`config.mk`:
```
export PLATFORM = sky130hd
export DESIGN_NAME = ilfLineFill
export DESIGN_NICKNAME = d
export VERILOG_FILES = /design/src/rtl/ilfPkg.sv /design/src/rtl/ilfBank.sv /design/src/rtl/ilfCtrl.sv /design/src/rtl/ilfDatapath.sv /design/src/rtl/ilfLineFill.sv
export SDC_FILE = /design/constraint.sdc
export NUM_CORES = 2
export LEC_CHECK = 0
export BUFFER_PORTS_ARGS = -buffer_cell sky130_fd_sc_hd__buf_2
export CAP_MARGIN = 20
export CORE_UTILIZATION = 55
export CTS_CLUSTER_SIZE = 40
export DETAILED_ROUTE_END_ITERATION = 6
export PLACE_DENSITY = 0.81
export SLEW_MARGIN = 10
export SYNTH_ARGS = -nofsm -noshare
export SYNTH_HDL_FRONTEND = slang
export SYNTH_SLANG_ARGS = --single-unit
export TNS_END_PERCENT = 30
```
`constraint.sdc`:
```
create_clock -name clk -period 11.91 [get_ports clk]
set_input_delay 0.5955 -clock clk [delete_from_list [all_inputs] [get_ports clk]]
set_output_delay 0.5955 -clock clk [all_outputs]
set_load 0.02 [all_outputs]
```
`src/rtl/ilfPkg.sv`:
```
package ilfPkg;
  localparam int ADDR_W    = 32;
  localparam int DATA_W    = 32;
  localparam int NUM_BANKS = 4;
  localparam int BANK_W    = $clog2(NUM_BANKS);
  localparam int OFF_W     = 2;
  localparam int ROW_W     = ADDR_W - BANK_W - OFF_W;
  localparam int WADDR_W   = ADDR_W - OFF_W;
  localparam logic [DATA_W-1:0] HASH_MUL = 32'h9E3779B1;
  localparam logic [DATA_W-1:0] HASH_XOR = 32'hA5A50F0F;

  typedef enum logic [1:0] {ST_IDLE, ST_ADDR, ST_WAIT, ST_XFER} fillState_t;

  typedef struct packed {
    logic                 capture;
    logic [NUM_BANKS-1:0] bankStart;
    logic                 xferEn;
    logic [BANK_W-1:0]    xferIdx;
  } fillStrobe_t;

  function automatic logic [DATA_W-1:0] memWord(input logic [WADDR_W-1:0] w);
    logic [DATA_W-1:0] prod;
    prod = DATA_W'(w) * HASH_MUL;
    return prod ^ HASH_XOR;
  endfunction
endpackage

```
`src/rtl/ilfBank.sv`:
```
module ilfBank
  import ilfPkg::*;
#(
  parameter int LATENCY = 15,
  parameter int BANK_ID = 0
) (
  input  logic              clk,
  input  logic              rstN,
  input  logic              start,
  input  logic [ROW_W-1:0]  rowAddr,
  output logic [DATA_W-1:0] rdData,
  output logic              rdReady
);
  localparam int CNT_W = $clog2(LATENCY + 1);

  logic [CNT_W-1:0] latCnt;
  logic [ROW_W-1:0] rowReg;

  always_ff @(posedge clk) begin
    if (!rstN) begin
      latCnt  <= '0;
      rowReg  <= '0;
      rdData  <= '0;
      rdReady <= 1'b0;
    end else if (start) begin
      rowReg  <= rowAddr;
      latCnt  <= CNT_W'(LATENCY);
      rdReady <= 1'b0;
    end else if (latCnt != '0) begin
      latCnt <= latCnt - 1'b1;
      if (latCnt == CNT_W'(1)) begin
        rdReady <= 1'b1;
        rdData  <= memWord({rowReg, BANK_W'(BANK_ID)});
      end
    end
  end

  AST_BANK_NO_RESTART: assert property (@(posedge clk) disable iff (!rstN)
    start |-> (latCnt == '0));
endmodule

```
`src/rtl/ilfCtrl.sv`:
```
module ilfCtrl
  import ilfPkg::*;
#(
  parameter int ACCESS_CYC = 15
) (
  input  logic        clk,
  input  logic        rstN,
  input  logic        reqValid,
  input  logic        narrowMode,
  output fillStrobe_t strb,
  output logic        busy,
  output logic        lineDone
);
  localparam int WAIT_W = $clog2(ACCESS_CYC + 1);
  localparam logic [BANK_W-1:0] LAST_IDX = BANK_W'(NUM_BANKS - 1);

  fillState_t        state;
  logic [WAIT_W-1:0] waitCnt;
  logic [BANK_W-1:0] idxCnt;
  logic              narrowReg;

  always_comb begin
    strb = '0;
    strb.capture = (state == ST_IDLE) && reqValid;
    case (state)
      ST_ADDR: begin
        for (int b = 0; b < NUM_BANKS; b++)
          strb.bankStart[b] = narrowReg ? (b == 0) : 1'b1;
      end
      ST_XFER: begin
        strb.xferEn  = 1'b1;
        strb.xferIdx = idxCnt;
        for (int b = 0; b < NUM_BANKS; b++)
          strb.bankStart[b] = narrowReg && (idxCnt != LAST_IDX) &&
                              (b == int'(idxCnt) + 1);
      end
      default: ;
    endcase
  end

  assign busy     = (state != ST_IDLE);
  assign lineDone = (state == ST_XFER) && (idxCnt == LAST_IDX);

  always_ff @(posedge clk) begin
    if (!rstN) begin
      state     <= ST_IDLE;
      waitCnt   <= '0;
      idxCnt    <= '0;
      narrowReg <= 1'b0;
    end else begin
      case (state)
        ST_IDLE: if (reqValid) begin
          state     <= ST_ADDR;
          narrowReg <= narrowMode;
          idxCnt    <= '0;
        end
        ST_ADDR: begin
          state   <= ST_WAIT;
          waitCnt <= WAIT_W'(ACCESS_CYC - 1);
        end
        ST_WAIT: begin
          if (waitCnt == '0) state <= ST_XFER;
          else waitCnt <= waitCnt - 1'b1;
        end
        ST_XFER: begin
          if (idxCnt == LAST_IDX) begin
            state <= ST_IDLE;
          end else begin
            idxCnt <= idxCnt + 1'b1;
            if (narrowReg) begin
              state   <= ST_WAIT;
              waitCnt <= WAIT_W'(ACCESS_CYC - 1);
            end
          end
        end
        default: state <= ST_IDLE;
      endcase
    end
  end

  AST_DONE_ON_LAST: assert property (@(posedge clk) disable iff (!rstN)
    lineDone |-> (strb.xferEn && strb.xferIdx == LAST_IDX));
  AST_IDLE_AFTER_DONE: assert property (@(posedge clk) disable iff (!rstN)
    lineDone |=> !busy);
  AST_BUSY_HELD: assert property (@(posedge clk) disable iff (!rstN)
    (busy && !lineDone) |=> busy);
  AST_NARROW_ONE_START: assert property (@(posedge clk) disable iff (!rstN)
    narrowReg |-> ($countones(strb.bankStart) <= 1));
  AST_WIDE_ORDER: assert property (@(posedge clk) disable iff (!rstN)
    (strb.xferEn && !lineDone && !narrowReg) |=>
      (strb.xferEn && strb.xferIdx == BANK_W'($past(strb.xferIdx) + 1'b1)));
endmodule

```
`src/rtl/ilfDatapath.sv`:
```
module ilfDatapath
  import ilfPkg::*;
#(
  parameter int ACCESS_CYC = 15
) (
  input  logic              clk,
  input  logic              rstN,
  input  logic [ADDR_W-1:0] reqAddr,
  input  fillStrobe_t       strb,
  output logic              wordValid,
  output logic [BANK_W-1:0] wordIdx,
  output logic [DATA_W-1:0] wordData
);
  logic [ROW_W-1:0]  rowReg;
  logic [DATA_W-1:0] bankData  [NUM_BANKS];
  logic [NUM_BANKS-1:0] bankReady;
  logic unusedLowBits;

  assign unusedLowBits = ^reqAddr[BANK_W+OFF_W-1:0];

  always_ff @(posedge clk) begin
    if (!rstN) rowReg <= '0;
    else if (strb.capture) rowReg <= reqAddr[ADDR_W-1:BANK_W+OFF_W];
  end

  for (genvar b = 0; b < NUM_BANKS; b++) begin : gBank
    ilfBank #(.LATENCY(ACCESS_CYC), .BANK_ID(b)) uBank (
      .clk     (clk),
      .rstN    (rstN),
      .start   (strb.bankStart[b]),
      .rowAddr (rowReg),
      .rdData  (bankData[b]),
      .rdReady (bankReady[b])
    );
  end

  assign wordValid = strb.xferEn;
  assign wordIdx   = strb.xferIdx;
  assign wordData  = strb.xferEn ? bankData[strb.xferIdx] : '0;

  AST_XFER_DATA_READY: assert property (@(posedge clk) disable iff (!rstN)
    strb.xferEn |-> bankReady[strb.xferIdx]);
endmodule

```
`src/rtl/ilfLineFill.sv`:
```
module ilfLineFill
  import ilfPkg::*;
#(
  parameter int ACCESS_CYC = 15
) (
  input  logic        clk,
  input  logic        rstN,
  input  logic        reqValid,
  input  logic [31:0] reqAddr,
  input  logic        narrowMode,
  output logic        busy,
  output logic        wordValid,
  output logic [1:0]  wordIdx,
  output logic [31:0] wordData,
  output logic        lineDone
);
  fillStrobe_t strb;

  ilfCtrl #(.ACCESS_CYC(ACCESS_CYC)) uCtrl (
    .clk        (clk),
    .rstN       (rstN),
    .reqValid   (reqValid),
    .narrowMode (narrowMode),
    .strb       (strb),
    .busy       (busy),
    .lineDone   (lineDone)
  );

  ilfDatapath #(.ACCESS_CYC(ACCESS_CYC)) uData (
    .clk       (clk),
    .rstN      (rstN),
    .reqAddr   (reqAddr),
    .strb      (strb),
    .wordValid (wordValid),
    .wordIdx   (wordIdx),
    .wordData  (wordData)
  );
endmodule

```
* After elaboration in Yosys (flattened, before gate mapping)
Index checks and enable logic that the tools add are counted.
** Word-level totals
- Input port bits :: 36
- Output and inout port bits :: 37
- Word-level logic and storage cells :: 112
- Register bits after elaboration :: 293
** Operators by class
- $add $sub $neg :: 7
- $lt $le $gt $ge :: 1
- Muxes and demuxes :: 27
- Bitwise gates (word level) :: 9
- Equality and inequality tests :: 18
- Reductions and logical operators :: 29
- Multiply operators :: 4
** Operator list (count)
- two-way mux 32 bit :: 3
- binary-select mux 32 bit (select 2 bit) :: 1
- equality test 3 x 32 -> 1 bit, first input constant :: 2
- multiplier 30 x 32 -> 32 bit, second input constant :: 2
- NOT 16 bit :: 4
- two-way mux 4 bit :: 11
- equality test 2 x 32 -> 1 bit, first input constant :: 1
- zero test 32 bit :: 1
- multiplier 28 x 32 -> 30 bit, second input constant :: 1
- multiplier 29 x 32 -> 31 bit, second input constant :: 1
- subtractor 4 x 1 -> 4 bit, second input constant :: 5
- AND reduction 3 bit :: 6
- equality test 4 x 1 -> 1 bit, second input constant :: 4
- nonzero test 4 bit :: 4
- two-way mux 2 bit :: 6
- one-hot mux 4 bit (3 select lines) :: 1
- nonzero test 2 bit :: 6
- inequality test 2 bit, second input constant :: 4
- one-hot mux 2 bit (4 select lines) :: 1
- one-hot mux 4 bit (2 select lines) :: 1
- logical AND 1 bit :: 7
- equality test 2 bit, second input constant :: 3
- zero test 4 bit :: 1
- inequality test 2 x 1 -> 1 bit, second input constant :: 2
- 14 further kinds :: 17

* Longest topological paths before layout
- Depth in word-level cells :: 7
- Depth in mapped cells :: 26
- Gate-level depth less buffers :: 26

* Cells and area by module
A second synthesis with hierarchy kept.
** Second synthesis, totals
- Cell total of the unflattened synthesis :: 4401
- Area total of the unflattened synthesis :: 42548.3 sq um
** Modules (own cells, without submodules)
- ilfBank at uData.gBank[2].uBank :: instances 1, cells each 1057, area each 10143.5 sq um, seq. area each 1281.2 sq um
- ilfBank at uData.gBank[3].uBank :: instances 1, cells each 1031, area each 10023.4 sq um, seq. area each 1261.2 sq um
- ilfBank at uData.gBank[1].uBank :: instances 1, cells each 1005, area each 9947.0 sq um, seq. area each 1281.2 sq um
- ilfBank at uData.gBank[0].uBank :: instances 1, cells each 1027, area each 9709.3 sq um, seq. area each 1281.2 sq um
- ilfDatapath :: instances 1, cells each 203, area each 2082.0 sq um, seq. area each 560.5 sq um
- ilfCtrl :: instances 1, cells each 78, area each 643.1 sq um, seq. area each 180.2 sq um

* Least setup slack after synthesis
OpenSTA, ideal clock, no wires.
- Kind :: reg-to-reg
- From :: register uData.gBank[2].uBank.rowReg[1]
- To :: register uData.gBank[2].uBank.rdData[31]
- Arrival :: 6.536 ns
- Clock period less this slack :: 6.670 ns
- Setup slack :: 5.240 ns
- Path buffers :: 0
- Setup time :: 0.134 ns
- Required time :: 11.776 ns
- Cell stages (with the launch flop) :: 23
- Cells stage by stage :: dfxtp_1 fa_1 fa_1 fa_1 inv_1 fa_1 inv_1 fa_1 inv_1 fa_1 fa_1 inv_1 ha_1 ha_1 a211o_1 a2111oi_2 o21ai_1 and3_1 o41a_1 a31oi_2 o21ai_0 xnor2_1 a21oi_1
** Between the ends
- Longest elaborated chain between the ends :: 2
** Ends and longest elaborated chain
- start, declared :: line ilfBank.sv:17 : logic [ROW_W-1:0] rowReg;
- start signal, assigned :: line ilfBank.sv:26 : rowReg <= rowAddr;
- multiplier 29 x 32 -> 31 bit :: line ilfPkg.sv:23 : prod = DATA_W'(w) * HASH_MUL;
- NOT 16 bit (no source line)
- end signal, assigned :: line ilfBank.sv:33 : rdData <= memWord({rowReg, BANK_W'(BANK_ID)});
- end, declared :: line ilfBank.sv:11 : output logic [DATA_W-1:0] rdData,
No other way between the ends.
A chain may end at the register's enable or synchronous reset.

* Final worst setup path
- From :: register uData.gBank[3].uBank.rowReg[1]
- To :: register uData.gBank[3].uBank.rdData[31]
** Between the ends
- Longest elaborated chain between the ends :: 2
** Ends and longest elaborated chain (line)
- start, declared :: ilfBank.sv:17
- start signal, assigned :: ilfBank.sv:26
- multiplier 30 x 32 -> 32 bit :: ilfPkg.sv:23
- NOT 16 bit (no source line)
- end signal, assigned :: ilfBank.sv:33
- end, declared :: ilfBank.sv:11
No other way between the ends.

==> results.md <==
* Post-synth cell types at 67
* Setup Buffers After CTS at 0
* Final setup violation count at 0
* Later-pin clock latency in the skew report at 0.61 ns
* Met3 Routed Length at 9910 µm
* Lkg Pwr at 22.7 nW
* Worst Path Required at 12.39 ns
* Dominant cells by area after synthesis: fa_1, ha_1, dfxtp_1
* Most common cell after layout, fill and taps aside: inv_1
* RSZ-0062 raised after global routing: no
* Placed instance area at 0.0430 mm²
* Num CTS Buffers at 30
* First-pass GRT wire length at 172000 µm
* Register area at 0.00577 mm²
* Post-cts gate resize count at 0
* Core area at 0.0747 mm²
* Switching power at 2.20 mW
* Row cnt at 100
* HPWL Detailed at 89300 µm
* Clock power share at 19.7%
* CTS tree: yes
* Num Clock Sinks at 288
* Dpl cells at 5402
* Post-synth ARST share at 0%
* Peak supply drop at 0.127 mV
* Clock-pin slew on the worst setup and hold paths at 0.07 ns
* Wirelength per Cell at 19.6 µm
* P_int at 2.67 mW
* Max-slew violations at 0
* First-pass iteration count of the detailed router at 5
* Vias in the first global route at 31500
* Routability cong. at 0.995
* WP buf/inv at 7
* Setup TNS Final at 0 ns
* Max capacitance violation total at 0
* Setup slack, reg-to-reg at 4.36 ns
* #FFs+latches synth at 288
* Slowest-stage cell, CP: dfxtp_1
* Worst path top cell family by delay: adder cells
* Multi-input gate area at 0.0312 mm²
* Hold Fails Final Rpt at 0
* CTS Hold Bufs at 0
* Worst min path class: input port to flip-flop
* Combinational fraction of design power at 53.3%
* Cell taking the most area after synthesis: fa_1
* Synth Area per Inst at 9.37 µm²
* Worst Max-Slew Pin Slew at 1.07 ns
* Ports at 73
* Reg power frac at 27.0%
* DRC at 0
* Worst setup SP type: flip-flop
* Largest net degree at the start of global routing at 169
* Sw frac at 45.1%
* Post-layout net count at 5875
* Arr. time, crit path at 8.02 ns
* Vias post-DR at 30100
* Die area at 0.0769 mm²
* Antenna-violating nets left at 0
* Prevailing post-synth register cell: dfxtp_1
* Met2 Routed Length at 47700 µm
* CP cell instances: fa_1 > xor2_1 > ha_1 > fa_1 > inv_1 > fa_1 > inv_1 > fa_1 > inv_1 > fa_1 > inv_1 > fa_1 > inv_1 > fa_1 > inv_1 > ha_1 > inv_1 > a221oi_1 > a211oi_1 > a211oi_1 > a211oi_1 > a21oi_1 > xnor2_1 > a21oi_1
* Syn_nets at 5859
* Post-synth EDFFs at 0
* Critical Path Max Stage Delay at 0.70 ns
* Most frequent cells in the layout: inv_1, ha_1, fa_1
* Status: complete, no violations
* Fin crit share at 63.4%
* Top routing layer in use: met5
* Synthesized area at 0.0417 mm²
* Gr usage total at 28.9%
* Wl on met1 at 44100 µm
* Worst setup EP type: flip-flop
* Fraction of layout instances using a drive strength above 1 at 4.27%
* PwrDens at 110 mW/mm²
* Clock Skew at 0.0204 ns
* Ys Warns at 0
* Clock H-tree levels at 1
* Post-synthesis cell count at 4453
* Peak Freq at 0.133 GHz
* Final instance area at 0.0441 mm²
* Worst rel slew slack at 28.7%
* Fillers at 6156
* Vias/cell at 5.50
* DR iter-0 viols at 2507
* Register area share after synthesis at 13.8%
* Detailed Route WL at 107000 µm
* Post-route minimum period at 7.55 ns
* GRT overflow at 0
* Crit Path Class: flip-flop to flip-flop
* Max Buffers Root-to-Sink at 3
* CP max FO at 9
* Share of the synthesized area in the top cell type at 31.7%
* Area Overhead vs Synth at 5.68%
* Root Buffer: clkbuf_16
* Initial antenna violation count at 3
* Die height at 277 µm
* # port buffers at 68
* Starting Density at 55.8%
* Layout Cells excl Fill at 5464
* Die width at 277 µm
[logic make-up after synthesis]
kind of cell             count (synthesis)  synth area share [%]
flip-flops                             288                  13.8
buffers and inverters                 1274                  11.5
multiplexers                            45                  1.98
AND/OR/NAND/NOR                        732                  7.69
AO/OA/AOI/OAI                          531                  7.56
XOR/XNOR                               213                  4.47
adder cells (fa/ha/maj)               1370                  53.0
[path summary, 6_finish.rpt]
path         cells after the start                            start                              end
max                             24   uData.gBank[3].uBank.rowReg[1]  uData.gBank[3].uBank.rdData[31]
min                              3                      reqAddr[21]                 uData.rowReg[17]
max reg2reg                     24   uData.gBank[3].uBank.rowReg[1]  uData.gBank[3].uBank.rdData[31]
min reg2reg                      2  uData.gBank[3].uBank.rdData[13]  uData.gBank[3].uBank.rdData[13]
[metal layers]
layer  vias up  GRT usage, %
li1      13800             -
met1     14900          38.7
met2      1064          45.0
met3       228          6.42
met4         2          12.2
met5         -             0
[cell type report]
cell class | instances | area share (%)
Antenna cell | 3 | 0.0170
Clock buffer | 40 | 1.88
Clock inverter | 15 | 0.363
Inverter | 1171 | 9.99
Multi-Input combinational cell | 2891 | 70.7
Sequential cell | 288 | 13.1
Tap cell | 969 | 2.75
Timing Repair Buffer | 87 | 1.19
[synth_stat cells, types with 14 or more instances]
cell type and number:
nand2_1 429, and2_1 40, mux4_2 30, xnor2_1 175
a21oi_1 294, a211oi_1 44, a21o_1 32, fa_1 660
nand2b_1 21, nor2_1 120, clkbuf_1 93, nor3_1 22
dfxtp_1 288, o21ai_0 64, nand3_1 30, inv_1 1171
ha_1 710, o21a_1 17, xor2_1 38, mux2i_1 14
[power by group through the flow]
stage / registers, mW / clock network, mW / logic (mW)
after CTS: 1.29 / 0.961 / 2.57
after global placement: 1.31 / 0 / 2.47
after detailed placement: 1.31 / 0 / 2.53
after global routing: 1.31 / 0.998 / 2.92
final: 1.31 / 0.960 / 2.60
after floorplan: 1.20 / 0 / 1.91
[state kept, by name, summed over array words and instances (netlist names)]
name and count:
uCtrl.state 2, uData.gBank.uBank.rowReg 112, uData.gBank.uBank.rdData 123, uCtrl.narrowReg 1, uCtrl.idxCnt 2, uData.gBank.uBank.latCnt 16
uCtrl.waitCnt 4, uData.rowReg 28
[tightest hold or removal path, delay by kind of cell]
family          cells  cell delay, ns
compound gates      1            0.05
buf+inv             1            0.10
simple gates        1            0.05
[through the flow]
step           hold WS [ns]  utilization [%]  total power, mW  worst slack [ns]
2_1_floorplan         0.429                -             3.11              5.24
3_3_place_gp          0.437             57.6             3.78              4.53
3_5_place_dp          0.447             57.6             3.85              4.48
4_1_cts               0.223             58.9             4.82              4.44
5_1_grt               0.233             59.0             5.23              3.90
6_report              0.237             59.0             4.87              4.36
Note: power is estimated with default switching activity, not from simulation.
